$ cat config.mk
export PLATFORM = sky130hd
export DESIGN_NAME = pic_top
export DESIGN_NICKNAME = d
export VERILOG_FILES = /design/src/rtl/pic_pkg.sv /design/src/rtl/pic_source.sv /design/src/rtl/pic_arbiter.sv /design/src/rtl/pic_stack.sv /design/src/rtl/pic_top.sv
export SDC_FILE = /design/constraint.sdc
export NUM_CORES = 2
export LEC_CHECK = 0
export CAP_MARGIN = 20
export CORE_MARGIN = 4
export CORE_UTILIZATION = 50
export DETAILED_ROUTE_END_ITERATION = 7
export DONT_BUFFER_PORTS = 1
export MAX_ROUTING_LAYER = met4
export PLACE_DENSITY = 0.68
export SYNTH_ARGS = -nofsm -noshare
export SYNTH_HDL_FRONTEND = slang
export SYNTH_HIERARCHICAL = 1
export SYNTH_SLANG_ARGS = --single-unit
$ cat constraint.sdc
create_clock -name clk -period 60.3 [get_ports clk]
set_input_delay 6.03 -clock clk [delete_from_list [all_inputs] [get_ports clk]]
set_output_delay 6.03 -clock clk [all_outputs]
set_load 0.005 [all_outputs]
$ cat src/rtl/pic_pkg.sv
package pic_pkg;

    localparam int ID_W     = 5;
    localparam int PRIO_W   = 3;
    localparam int DATA_W   = 32;
    localparam int WORD_W   = 7;

    typedef enum logic [1:0] {
        TRIG_LVL_LO = 2'b00,
        TRIG_FALL   = 2'b01,
        TRIG_LVL_HI = 2'b10,
        TRIG_RISE   = 2'b11
    } trig_e;

    typedef struct packed {
        trig_e               trig;
        logic [PRIO_W-1:0]   prio;
    } src_mode_t;

    typedef struct packed {
        logic [PRIO_W-1:0]   prio;
        logic [ID_W-1:0]     id;
    } lvl_t;

    typedef struct packed {
        logic                hit;
        lvl_t                lvl;
    } pick_t;

    // word addresses (byte address >> 2)
    localparam logic [WORD_W-1:0] W_VEC_BASE = 7'h20;
    localparam logic [WORD_W-1:0] W_IVR      = 7'h40;
    localparam logic [WORD_W-1:0] W_ISR      = 7'h42;
    localparam logic [WORD_W-1:0] W_PEND     = 7'h43;
    localparam logic [WORD_W-1:0] W_MASK     = 7'h44;
    localparam logic [WORD_W-1:0] W_CORE     = 7'h45;
    localparam logic [WORD_W-1:0] W_EN       = 7'h48;
    localparam logic [WORD_W-1:0] W_DIS      = 7'h49;
    localparam logic [WORD_W-1:0] W_CLR      = 7'h4A;
    localparam logic [WORD_W-1:0] W_SET      = 7'h4B;
    localparam logic [WORD_W-1:0] W_EOI      = 7'h4C;
    localparam logic [WORD_W-1:0] W_SPU      = 7'h4D;
    localparam logic [WORD_W-1:0] W_DBG      = 7'h4E;

    function automatic src_mode_t unpack_mode(input logic [DATA_W-1:0] w);
        src_mode_t m;
        m.trig = trig_e'(w[6:5]);
        m.prio = w[PRIO_W-1:0];
        return m;
    endfunction

    function automatic logic [DATA_W-1:0] pack_mode(input src_mode_t m);
        return {25'd0, m.trig, 2'b00, m.prio};
    endfunction

    function automatic logic is_edge_mode(input trig_e t);
        return t[0];
    endfunction

    function automatic logic level_active(input trig_e t, input logic s);
        return (t == TRIG_LVL_HI) ? s : ~s;
    endfunction

endpackage

$ cat src/rtl/pic_source.sv
module pic_source
    import pic_pkg::*;
(
    input  logic      clk,
    input  logic      rst,
    input  logic      src,
    input  src_mode_t mode,
    input  logic      set_cmd,
    input  logic      clr_cmd,
    input  logic      ack_clr,
    output logic      pending
);

    logic prev_q;
    logic latch_q;
    logic edge_ev;
    logic edge_mode;

    assign edge_mode = is_edge_mode(mode.trig);

    always_comb begin
        case (mode.trig)
            TRIG_RISE: edge_ev = src & ~prev_q;
            TRIG_FALL: edge_ev = ~src & prev_q;
            default:   edge_ev = 1'b0;
        endcase
    end

    always_ff @(posedge clk) begin
        if (rst) begin
            prev_q  <= 1'b0;
            latch_q <= 1'b0;
        end else begin
            prev_q <= src;
            if (!edge_mode)
                latch_q <= 1'b0;
            else if (edge_ev || set_cmd)
                latch_q <= 1'b1;
            else if (clr_cmd || ack_clr)
                latch_q <= 1'b0;
        end
    end

    assign pending = edge_mode ? latch_q : level_active(mode.trig, src);

endmodule

$ cat src/rtl/pic_arbiter.sv
module pic_arbiter
    import pic_pkg::*;
#(
    parameter int NUM_SRC = 32
) (
    input  logic [NUM_SRC-1:0]             req,
    input  logic [NUM_SRC-1:0][PRIO_W-1:0] prio,
    input  logic [PRIO_W-1:0]              thr_prio,
    input  logic                           thr_valid,
    output pick_t                          pick
);

    logic              found;
    logic [PRIO_W-1:0] best_prio;
    logic [ID_W-1:0]   best_id;

    // strict compare keeps the lowest index on a tie
    always_comb begin
        found     = 1'b0;
        best_prio = '0;
        best_id   = '0;
        for (int i = 0; i < NUM_SRC; i++) begin
            if (req[i] && (!found || prio[i] > best_prio)) begin
                found     = 1'b1;
                best_prio = prio[i];
                best_id   = ID_W'(i);
            end
        end
    end

    always_comb begin
        pick.hit      = found && (!thr_valid || best_prio > thr_prio);
        pick.lvl.prio = best_prio;
        pick.lvl.id   = best_id;
    end

endmodule

$ cat src/rtl/pic_stack.sv
module pic_stack
    import pic_pkg::*;
#(
    parameter int DEPTH = 8,
    localparam int CNT_W = $clog2(DEPTH + 1),
    localparam int IDX_W = (DEPTH > 1) ? $clog2(DEPTH) : 1
) (
    input  logic             clk,
    input  logic             rst,
    input  logic             push,
    input  lvl_t             push_lvl,
    input  logic             pop,
    output lvl_t             top,
    output logic             empty,
    output logic [CNT_W-1:0] count
);

    lvl_t             mem [DEPTH];
    logic [CNT_W-1:0] cnt_q;
    logic [CNT_W-1:0] cnt_m1;
    logic             full;

    assign full   = (cnt_q == CNT_W'(DEPTH));
    assign empty  = (cnt_q == '0);
    assign cnt_m1 = cnt_q - 1'b1;
    assign count  = cnt_q;

    always_ff @(posedge clk) begin
        if (rst) begin
            cnt_q <= '0;
        end else if (push && !full) begin
            mem[cnt_q[IDX_W-1:0]] <= push_lvl;
            cnt_q                 <= cnt_q + 1'b1;
        end else if (pop && !empty) begin
            cnt_q <= cnt_m1;
        end
    end

    assign top = empty ? '0 : mem[cnt_m1[IDX_W-1:0]];

endmodule

$ cat src/rtl/pic_top.sv
module pic_top
    import pic_pkg::*;
#(
    parameter int NUM_SRC     = 32,
    parameter int STACK_DEPTH = 8,
    parameter int ADDR_W      = 9,
    localparam int CNT_W      = $clog2(STACK_DEPTH + 1)
) (
    input  logic               clk,
    input  logic               rst,
    input  logic [NUM_SRC-1:0] src_in,
    input  logic [ADDR_W-1:0]  bus_addr,
    input  logic               bus_wr,
    input  logic               bus_rd,
    input  logic [DATA_W-1:0]  bus_wdata,
    output logic [DATA_W-1:0]  bus_rdata,
    output logic               irq_n
);

    logic [WORD_W-1:0] word;
    logic              unused_addr_bits;

    assign word             = bus_addr[ADDR_W-1:2];
    assign unused_addr_bits = ^bus_addr[1:0];

    src_mode_t         mode_q [NUM_SRC];
    logic [DATA_W-1:0] vec_q  [NUM_SRC];
    logic [NUM_SRC-1:0] en_q;
    logic [DATA_W-1:0] spu_q;
    logic              prot_q;
    logic              gmask_q;

    logic [NUM_SRC-1:0]             pend;
    logic [NUM_SRC-1:0]             req;
    logic [NUM_SRC-1:0][PRIO_W-1:0] prio_vec;
    logic [NUM_SRC-1:0]             set_vec;
    logic [NUM_SRC-1:0]             clr_vec;
    logic [NUM_SRC-1:0]             ack_onehot;

    pick_t             pick;
    lvl_t              stk_top;
    logic              stk_empty;
    logic [CNT_W-1:0]  stk_count;

    logic              ack_req;
    logic              ack_ok;
    logic              eoi_wr;
    logic [DATA_W-1:0] vec_val;
    logic [DATA_W-1:0] isr_val;

    // ---------------- command decode ----------------
    assign set_vec = (bus_wr && word == W_SET) ? bus_wdata[NUM_SRC-1:0] : '0;
    assign clr_vec = (bus_wr && word == W_CLR) ? bus_wdata[NUM_SRC-1:0] : '0;
    assign eoi_wr  = bus_wr && (word == W_EOI);
    assign ack_req = prot_q ? (bus_wr && word == W_IVR) : (bus_rd && word == W_IVR);
    assign ack_ok  = ack_req && pick.hit;

    always_comb begin
        ack_onehot = '0;
        if (ack_ok)
            ack_onehot[pick.lvl.id] = 1'b1;
    end

    // ---------------- per-source trigger logic ----------------
    for (genvar g = 0; g < NUM_SRC; g++) begin : g_src
        pic_source u_src (
            .clk     (clk),
            .rst     (rst),
            .src     (src_in[g]),
            .mode    (mode_q[g]),
            .set_cmd (set_vec[g]),
            .clr_cmd (clr_vec[g]),
            .ack_clr (ack_onehot[g]),
            .pending (pend[g])
        );
        assign prio_vec[g] = mode_q[g].prio;
    end

    assign req = pend & en_q;

    // ---------------- selection and nesting ----------------
    pic_arbiter #(.NUM_SRC(NUM_SRC)) u_arb (
        .req       (req),
        .prio      (prio_vec),
        .thr_prio  (stk_top.prio),
        .thr_valid (!stk_empty),
        .pick      (pick)
    );

    pic_stack #(.DEPTH(STACK_DEPTH)) u_stk (
        .clk      (clk),
        .rst      (rst),
        .push     (ack_ok),
        .push_lvl (pick.lvl),
        .pop      (eoi_wr),
        .top      (stk_top),
        .empty    (stk_empty),
        .count    (stk_count)
    );

    // ---------------- configuration registers ----------------
    always_ff @(posedge clk) begin
        if (rst) begin
            for (int i = 0; i < NUM_SRC; i++) begin
                mode_q[i] <= '0;
                vec_q[i]  <= '0;
            end
        end else if (bus_wr) begin
            for (int i = 0; i < NUM_SRC; i++) begin
                if (word == WORD_W'(i))
                    mode_q[i] <= unpack_mode(bus_wdata);
                if (word == W_VEC_BASE + WORD_W'(i))
                    vec_q[i] <= bus_wdata;
            end
        end
    end

    always_ff @(posedge clk) begin
        if (rst) begin
            en_q    <= '0;
            spu_q   <= '0;
            prot_q  <= 1'b0;
            gmask_q <= 1'b0;
        end else if (bus_wr) begin
            case (word)
                W_EN:  en_q <= en_q | bus_wdata[NUM_SRC-1:0];
                W_DIS: en_q <= en_q & ~bus_wdata[NUM_SRC-1:0];
                W_SPU: spu_q <= bus_wdata;
                W_DBG: begin
                    prot_q  <= bus_wdata[0];
                    gmask_q <= bus_wdata[1];
                end
                default: ;
            endcase
        end
    end

    // ---------------- interrupt line ----------------
    always_ff @(posedge clk) begin
        if (rst)
            irq_n <= 1'b1;
        else
            irq_n <= ~(pick.hit && !gmask_q);
    end

    // ---------------- read side ----------------
    assign vec_val = pick.hit ? vec_q[pick.lvl.id] : spu_q;
    assign isr_val = stk_empty ? '0 : {{(DATA_W-ID_W){1'b0}}, stk_top.id};

    always_comb begin
        bus_rdata = '0;
        if (word < WORD_W'(NUM_SRC)) begin
            bus_rdata = pack_mode(mode_q[word[ID_W-1:0]]);
        end else if (word >= W_VEC_BASE && word < W_VEC_BASE + WORD_W'(NUM_SRC)) begin
            bus_rdata = vec_q[word[ID_W-1:0]];
        end else begin
            case (word)
                W_IVR:  bus_rdata = vec_val;
                W_ISR:  bus_rdata = isr_val;
                W_PEND: bus_rdata = DATA_W'(pend);
                W_MASK: bus_rdata = DATA_W'(en_q);
                W_CORE: bus_rdata = {{(DATA_W-2){1'b0}}, ~irq_n, 1'b0};
                W_SPU:  bus_rdata = spu_q;
                W_DBG:  bus_rdata = {{(DATA_W-2){1'b0}}, gmask_q, prot_q};
                default: bus_rdata = '0;
            endcase
        end
    end

endmodule

### Word level (Yosys, flattened, before mapping)

Memories as Yosys holds them, arrays and structs flattened.
Cells that the tools add are included.
Widths: inputs -> output; s select.

* output and inout port bits: 33
* register bits: 135
* word-level logic and storage cells: 1353
* RAM bits: 1248
* memories: 3

Memories
* vec_q: depth 32, width 32, read ports 2, clocked after memory_dff 0, wr ports 32, RTL line pic_top.sv:27 `logic [DATA_W-1:0] vec_q [NUM_SRC];`
* mode_q: depth 32, width 5, read ports 33, clocked after memory_dff 0, wr ports 32, RTL line pic_top.sv:26 `src_mode_t mode_q [NUM_SRC];`
* u_stk.mem: depth 8, width 8, read ports 1, clocked after memory_dff 0, wr ports 1, RTL line pic_stack.sv:18 `lvl_t mem [DEPTH];`

* order comparisons: 37
* $add $sub $neg: 2
* equality and inequality tests: 172
* reductions and logical operators: 244
* bitwise logic cells: 230
* muxes and demuxes: 595

Operators with widths (number)
* $mux 32: 38
* $mux 1: 424
* $mux 5: 49
* $eq 7x6->1 const B: 32
* $pmux 32 s7: 1
* $eq 2x2->1 const B: 64
* $eq 7x5->1 const B: 16
* $mux 3: 36
* $not 1->1: 98
* $gt 3x3->1: 32
* $logic_or 1x1->1: 96
* $eq 7x7->1 const B: 12
* $reduce_bool 2->1: 34
* $and 1x1->1: 64
* $and 32x32->32: 2
* $eq 2x1->1 const B: 32
* $or 1x1->1: 64
* $pmux 1 s2: 32
* $pmux 32 s2: 1
* $reduce_or 2->1: 32
* $eq 7x4->1 const B: 8
* $logic_and 1x1->1: 43
* $mux 4: 10
* $logic_not 1->1: 34
* 19 further kinds: 26

### Logic depth before layout (Yosys ltp)

An unclocked memory read counts as a cell.

* depth after elaboration: 138
* mapped depth: 288
* mapped depth without buffers: 282

### By module

The synthesis kept the hierarchy.

Modules (own cells, without submodules)
* pic_top: area each 62063.3 µm², cells each 4339, times used 1
* pic_arbiter: area each 4863.4 µm², cells each 725, times used 1
* pic_source: area each 105.1 µm², cells each 11, times used 32
* pic_stack: area each 2892.8 µm², cells each 164, times used 1

### Worst setup path after synthesis

OpenSTA, ideal clock, no wires.

* path kind: input -> output
* start point: input port src_in[0]
* end point: output port bus_rdata[1]
* arrival time: 51.184 ns
* path buffers: 5
* setup slack: 3.086 ns
* stages on the path: 252
* data required time: 54.270 ns
* path through: xor2_1 o21ai_0 and2_1 buf_6 nand2_1 ha_1 and3b_1 o311a_1 nor2b_1 o2bb2ai_1 inv_1 ha_1 nand3_1 a21oi_1 a21o_1 nor2_1 a21o_1 ha_1 [... 216 more ...] a21o_1 a21oi_1 a31oi_1 o21ai_1 nand2_1 o21ai_1 ha_1 nor2b_1 o21a_1 o21ai_0 a22oi_1 clkbuf_1 and2_1 clkbuf_1 a22oi_1 a211oi_1 o31ai_1 or4_1

RTL lines
* start, declared: RTL line pic_top.sv:11 `input logic [NUM_SRC-1:0] src_in,`
* end, declared: RTL line pic_top.sv:16 `output logic [DATA_W-1:0] bus_rdata,`

==> results list <==
* Result of the run: finished clean
- In this design, the stage delay of the slowest critical-path cell is between 0.6 and 0.7 ns.
- Endpoints failing hold: 0
- Summing the areas of all compound-gate instances in the mapped netlist gives ~8.8% of the synthesized area.
- Number of nets with antenna violations after routing: 0
* Number of logic stages on the critical path including buffering: between 200 and 300
- CTS tree: built
* Crit Path Max Fanout: 20
- Via density: 7.116
- Counting every net in the synthesized netlist gives ~5,700.
* Synthesized-area fraction occupied by and/or/nand/nor cells: about 12%
* Number of enable flip-flop cells after synthesis: about 1,200
- The clock reaches the later pin of the worst-skew pair after 0.78 ns.
- Async set-or-reset flop fraction in the synthesized netlist: 0%
- Synthesized instance count: 5,580
- Summing the areas of all xor and xnor instances in the mapped netlist gives less than 1% of the synthesized area.
* Residual DRC count: 0
- Counting cells, the worst reg-to-reg path comes to roughly 260.
* Crit start category: primary input
* Synth Flop Type: sky130_fd_sc_hd__edfxtp_1
- Number of maximum-capacitance constraint violations: 0
- The worst-case IR drop observed on VDD is 0.03058 mV.
- The first global-routing pass estimated around 370,000 um of wire.
- Across the routed clock network, the largest skew measured is approximately 0.022 ns.
- Final weighted congestion in routability-driven placement: around 0.96
- Height of the die: slightly below 400 um
* Total I/O pin count: 110
- Clock-pin slew of the registers on the worst-case setup and hold paths: ~0.07 ns
- Entering global routing, the biggest net connects 346 pins.
- The initial utilization of the core area, before any placement, comes to 50.28%.
- Cell at the root of the clock tree: sky130_fd_sc_hd__clkbuf_16
- The die covers 152,500 sq um.
* Portion of the post-synthesis area used by sequential elements: about 55%
- Combined global-route utilization of all metal layers: between 30% and 40%
- The setup path with the least slack is of type primary input to output pin.
* CTS Sinks: 1,383
* Number of library cell types mapped by synthesis: about 120
* Clock Path Buffers: 3
- Fraction of synthesized area in multiplexers: 19.09%
* Wire length per cell: about 36 um
- Data arrival time of the worst path: 52.59 ns
- Hold timing on the final database bottoms out at a slack of 0.4806 ns.
- Bufs and invs on worst path: 20
* Standard-cell rows: 140
* Count of vias placed by the detailed router: ~54,000
* Arithmetic-cell share of the synthesized area counting full adders, half adders and majority gates: around 1.3%
* Standard cell with the maximum stage delay on the critical path: sky130_fd_sc_hd__o21ai_0
- Total congestion overflow: 0
* Minimum period implied by the final worst setup slack: roughly 60 ns
- Core area: 145,600 sq um
* Fraction of layout instances using a drive strength above 1: between 20% and 30%
- Buffers placed on the I/O ports in this run total 0.
- Mapped Area: around 73,000 sq um
* P&R area growth vs syn: 11.91%
* Mean post-synth cell area: 13.12 sq um
* Summed negative setup slack over all endpoints: 0 ns
* Antenna violations before repair: 12
- The layout has 11,572 filler cells.
- Derived from the worst setup path, the maximum achievable clock frequency is ~17 MHz.
* Cts bufs inserted: between 100 and 150
* Pin slew with the least headroom to its limit: roughly 1.5 ns
* Worst min-delay path category: register to register
* Cell with the most instances on the worst path: sky130_fd_sc_hd__ha_1
- For this block, the initial DRC count from the detailed router was between 9,000 and 10,000.
- Estimated wirelength of the detail-placed design: 163,900 um
* Pwr Density: ~28 nW/um^2
- Dominant combinational cell family by area after synthesis: multiplexers
- Max-slew violation count: 0
- Required time at the worst-slack endpoint: approximately 54 ns
- The analysis attributes to cell leakage a power of roughly 27 nW.
- Kind of capture point of the worst setup path: output pin
- The worst hold path was traced through 2 stages.
* Final-report setup violation count: 0
- Summed over all layers, the routed wires come to 270,700 um.
- Final critical-path share of the clock period: a little over nine tenths
- From left edge to right edge, the die measures between 300 and 400 um.
- Warnings, synthesis: 6
* Number of global-route vias before repair: about 51,000
* Number of iterations in the first detailed-routing pass: 6
- Number of nets in the final layout: between 5,000 and 6,000
- CP top delay family: compound AO/OA/AOI/OAI gates
* Worst slew slack as a fraction of its limit: 0.1454%
- The synthesized design contains between 1,000 and 1,500 register bits.
* H-tree depth reported by CTS: 4
-- registers in the layout (all words and copies together) (netlist names), named ones only --
| register | cells |
|---|---|
| vec_q | 1024 |
| mode_q | 160 |
| u_stk/mem | 64 |
| g_src.u_src/latch_q | 32 |
| g_src.u_src/prev_q | 32 |
| spu_q | 32 |
| u_stk/count | 4 |
| gmask_q | 1 |
| irq_n | 1 |
| prot_q | 1 |
-- where the power goes --
part | leakage (nW) | total [mW] | internal [mW] | switching [mW]
sequential | 13.0 | 1.14 | 1.10 | 0.0317
combinational | 12.0 | 0.225 | 0.0984 | 0.127
clock | 2.28 | 0.904 | 0.516 | 0.387
-- layout by cell type (no fill, tap or decap), types with 27 or more instances in the layout --
| cell type | synthesis | final |
|---|---|---|
| sky130_fd_sc_hd__mux2_2 | 27 | 27 |
| sky130_fd_sc_hd__nor2_1 | 843 | 835 |
| sky130_fd_sc_hd__a22oi_1 | 105 | 103 |
| sky130_fd_sc_hd__nor2b_1 | 111 | 107 |
| sky130_fd_sc_hd__and3b_1 | 42 | 42 |
| sky130_fd_sc_hd__o21ai_0 | 142 | 122 |
| sky130_fd_sc_hd__buf_4 | 41 | 235 |
| sky130_fd_sc_hd__and2_1 | 120 | 117 |
| sky130_fd_sc_hd__mux4_2 | 508 | 508 |
| sky130_fd_sc_hd__clkbuf_1 | 276 | 43 |
| sky130_fd_sc_hd__a311oi_1 | 46 | 42 |
| sky130_fd_sc_hd__mux2i_1 | 201 | 198 |
| sky130_fd_sc_hd__xor2_1 | 32 | 32 |
| sky130_fd_sc_hd__a21oi_1 | 204 | 179 |
| sky130_fd_sc_hd__o22ai_1 | 48 | 46 |
| sky130_fd_sc_hd__nand2b_1 | 86 | 66 |
| sky130_fd_sc_hd__dfxtp_1 | 135 | 135 |
| sky130_fd_sc_hd__nor3_1 | 38 | 29 |
| sky130_fd_sc_hd__o41a_1 | 32 | 32 |
| sky130_fd_sc_hd__nand2_1 | 388 | 365 |
| sky130_fd_sc_hd__ha_1 | 73 | 71 |
| sky130_fd_sc_hd__nand3_1 | 48 | 46 |
| sky130_fd_sc_hd__inv_1 | 133 | 130 |
| sky130_fd_sc_hd__clkbuf_16 | 0 | 158 |
| sky130_fd_sc_hd__edfxtp_1 | 1248 | 1248 |
| sky130_fd_sc_hd__nor3b_1 | 74 | 71 |
-- layer usage --
layer  vias to the layer above  track usage (%)  share of wire [%]  wire length (um)
met5                         -                -                  0                 0
met3                      1123            12.70                 16             43220
met4                         0            19.72                7.2             19360
li1                      21507                -                  -                 -
met1                     26875            44.03                 34             91240
met2                      4702            50.82                 43            116900
-- stage by stage --
step	cells	total power [mW]	setup WS, ns	utilization (%)	instance area (sq um)
final	7618	2.264	1.682	56.26	81900
after global routing	7613	2.312	-0.5091	56.26	81890
after CTS	7566	2.247	0.009837	55.46	80730
after detailed placement	7301	1.363	-0.5395	52.17	75950
after global placement	7301	1.355	-0.06608	52.17	75950
after floorplan	5580	1.293	3.086	-	73180
-- kinds of logic after synthesis --
| logic type | count (synthesis) |
|---|---|
| flops | 1383 |
| compound gates | 908 |
| xor+xnor | 32 |
| buf+inv | 567 |
| mux | 745 |
| simple gates | 1866 |
| fa+ha+maj | 79 |
-- timing repair --
action / in CTS / in global routing
pin swaps: 1 / 55
gates resized for setup: 14 / 173
hold buffers: 0 / 0
setup endpoints to repair: 32 / 32
gates cloned: 0 / 7
buffers inserted: 1 / 29
-- Yosys cell counts (all sizes together) (106+ instances only) --
library cell | n | area share [%]
a21oi | 206 | 1.4
mux2i | 201 | 2.7
dfxtp | 135 | 3.7
nor2 | 845 | 4.4
nor2b | 111 | 0.95
buf | 156 | 1.3
edfxtp | 1248 | 51
a22oi | 106 | 1.1
and2 | 121 | 1.0
mux4 | 515 | 16
nand2 | 389 | 2.0
inv | 135 | 0.69
clkbuf | 276 | 1.4
o21ai | 163 | 1.1
-- cell type report --
| cell class | count | area [sq um] | area share [%] |
|---|---|---|---|
| Sequential cell | 1383 | 40180 | 49.06 |
| Multi-Input combinational cell | 3631 | 31560 | 38.54 |
| Clock buffer | 206 | 4116 | 5.026 |
| Timing Repair Buffer | 274 | 2511 | 3.066 |
| Tap cell | 1917 | 2399 | 2.929 |
| Clock inverter | 58 | 588.1 | 0.7180 |
| Inverter | 135 | 511.7 | 0.6248 |
| Antenna cell | 14 | 35.03 | 0.04278 |
-- path summary, 6_finish.rpt --
path | from | endpoint | slack [ns]
setup / recovery | src_in[1] | bus_rdata[4] | 1.68
setup reg to reg | mode_q[1][4] | u_stk/mem[5][7] | 12.33
hold / removal | spu_q[15] | spu_q[15] | 0.48
hold reg to reg | spu_q[15] | spu_q[15] | 0.48
-- worst register-to-register path, delay by kind of cell, from the launching register on --
family / cells / cell delay, ns
AO/OA/AOI/OAI: 133 / 21.97
multiplexers: 9 / 2.90
buffers and inverters: 20 / 2.43
adder cells (fa/ha/maj): 37 / 10.72
AND/OR/NAND/NOR: 57 / 8.94
XOR/XNOR: 1 / 0.19
flip-flops: 1 / 0.45
(Power assumes the default switching activity.)
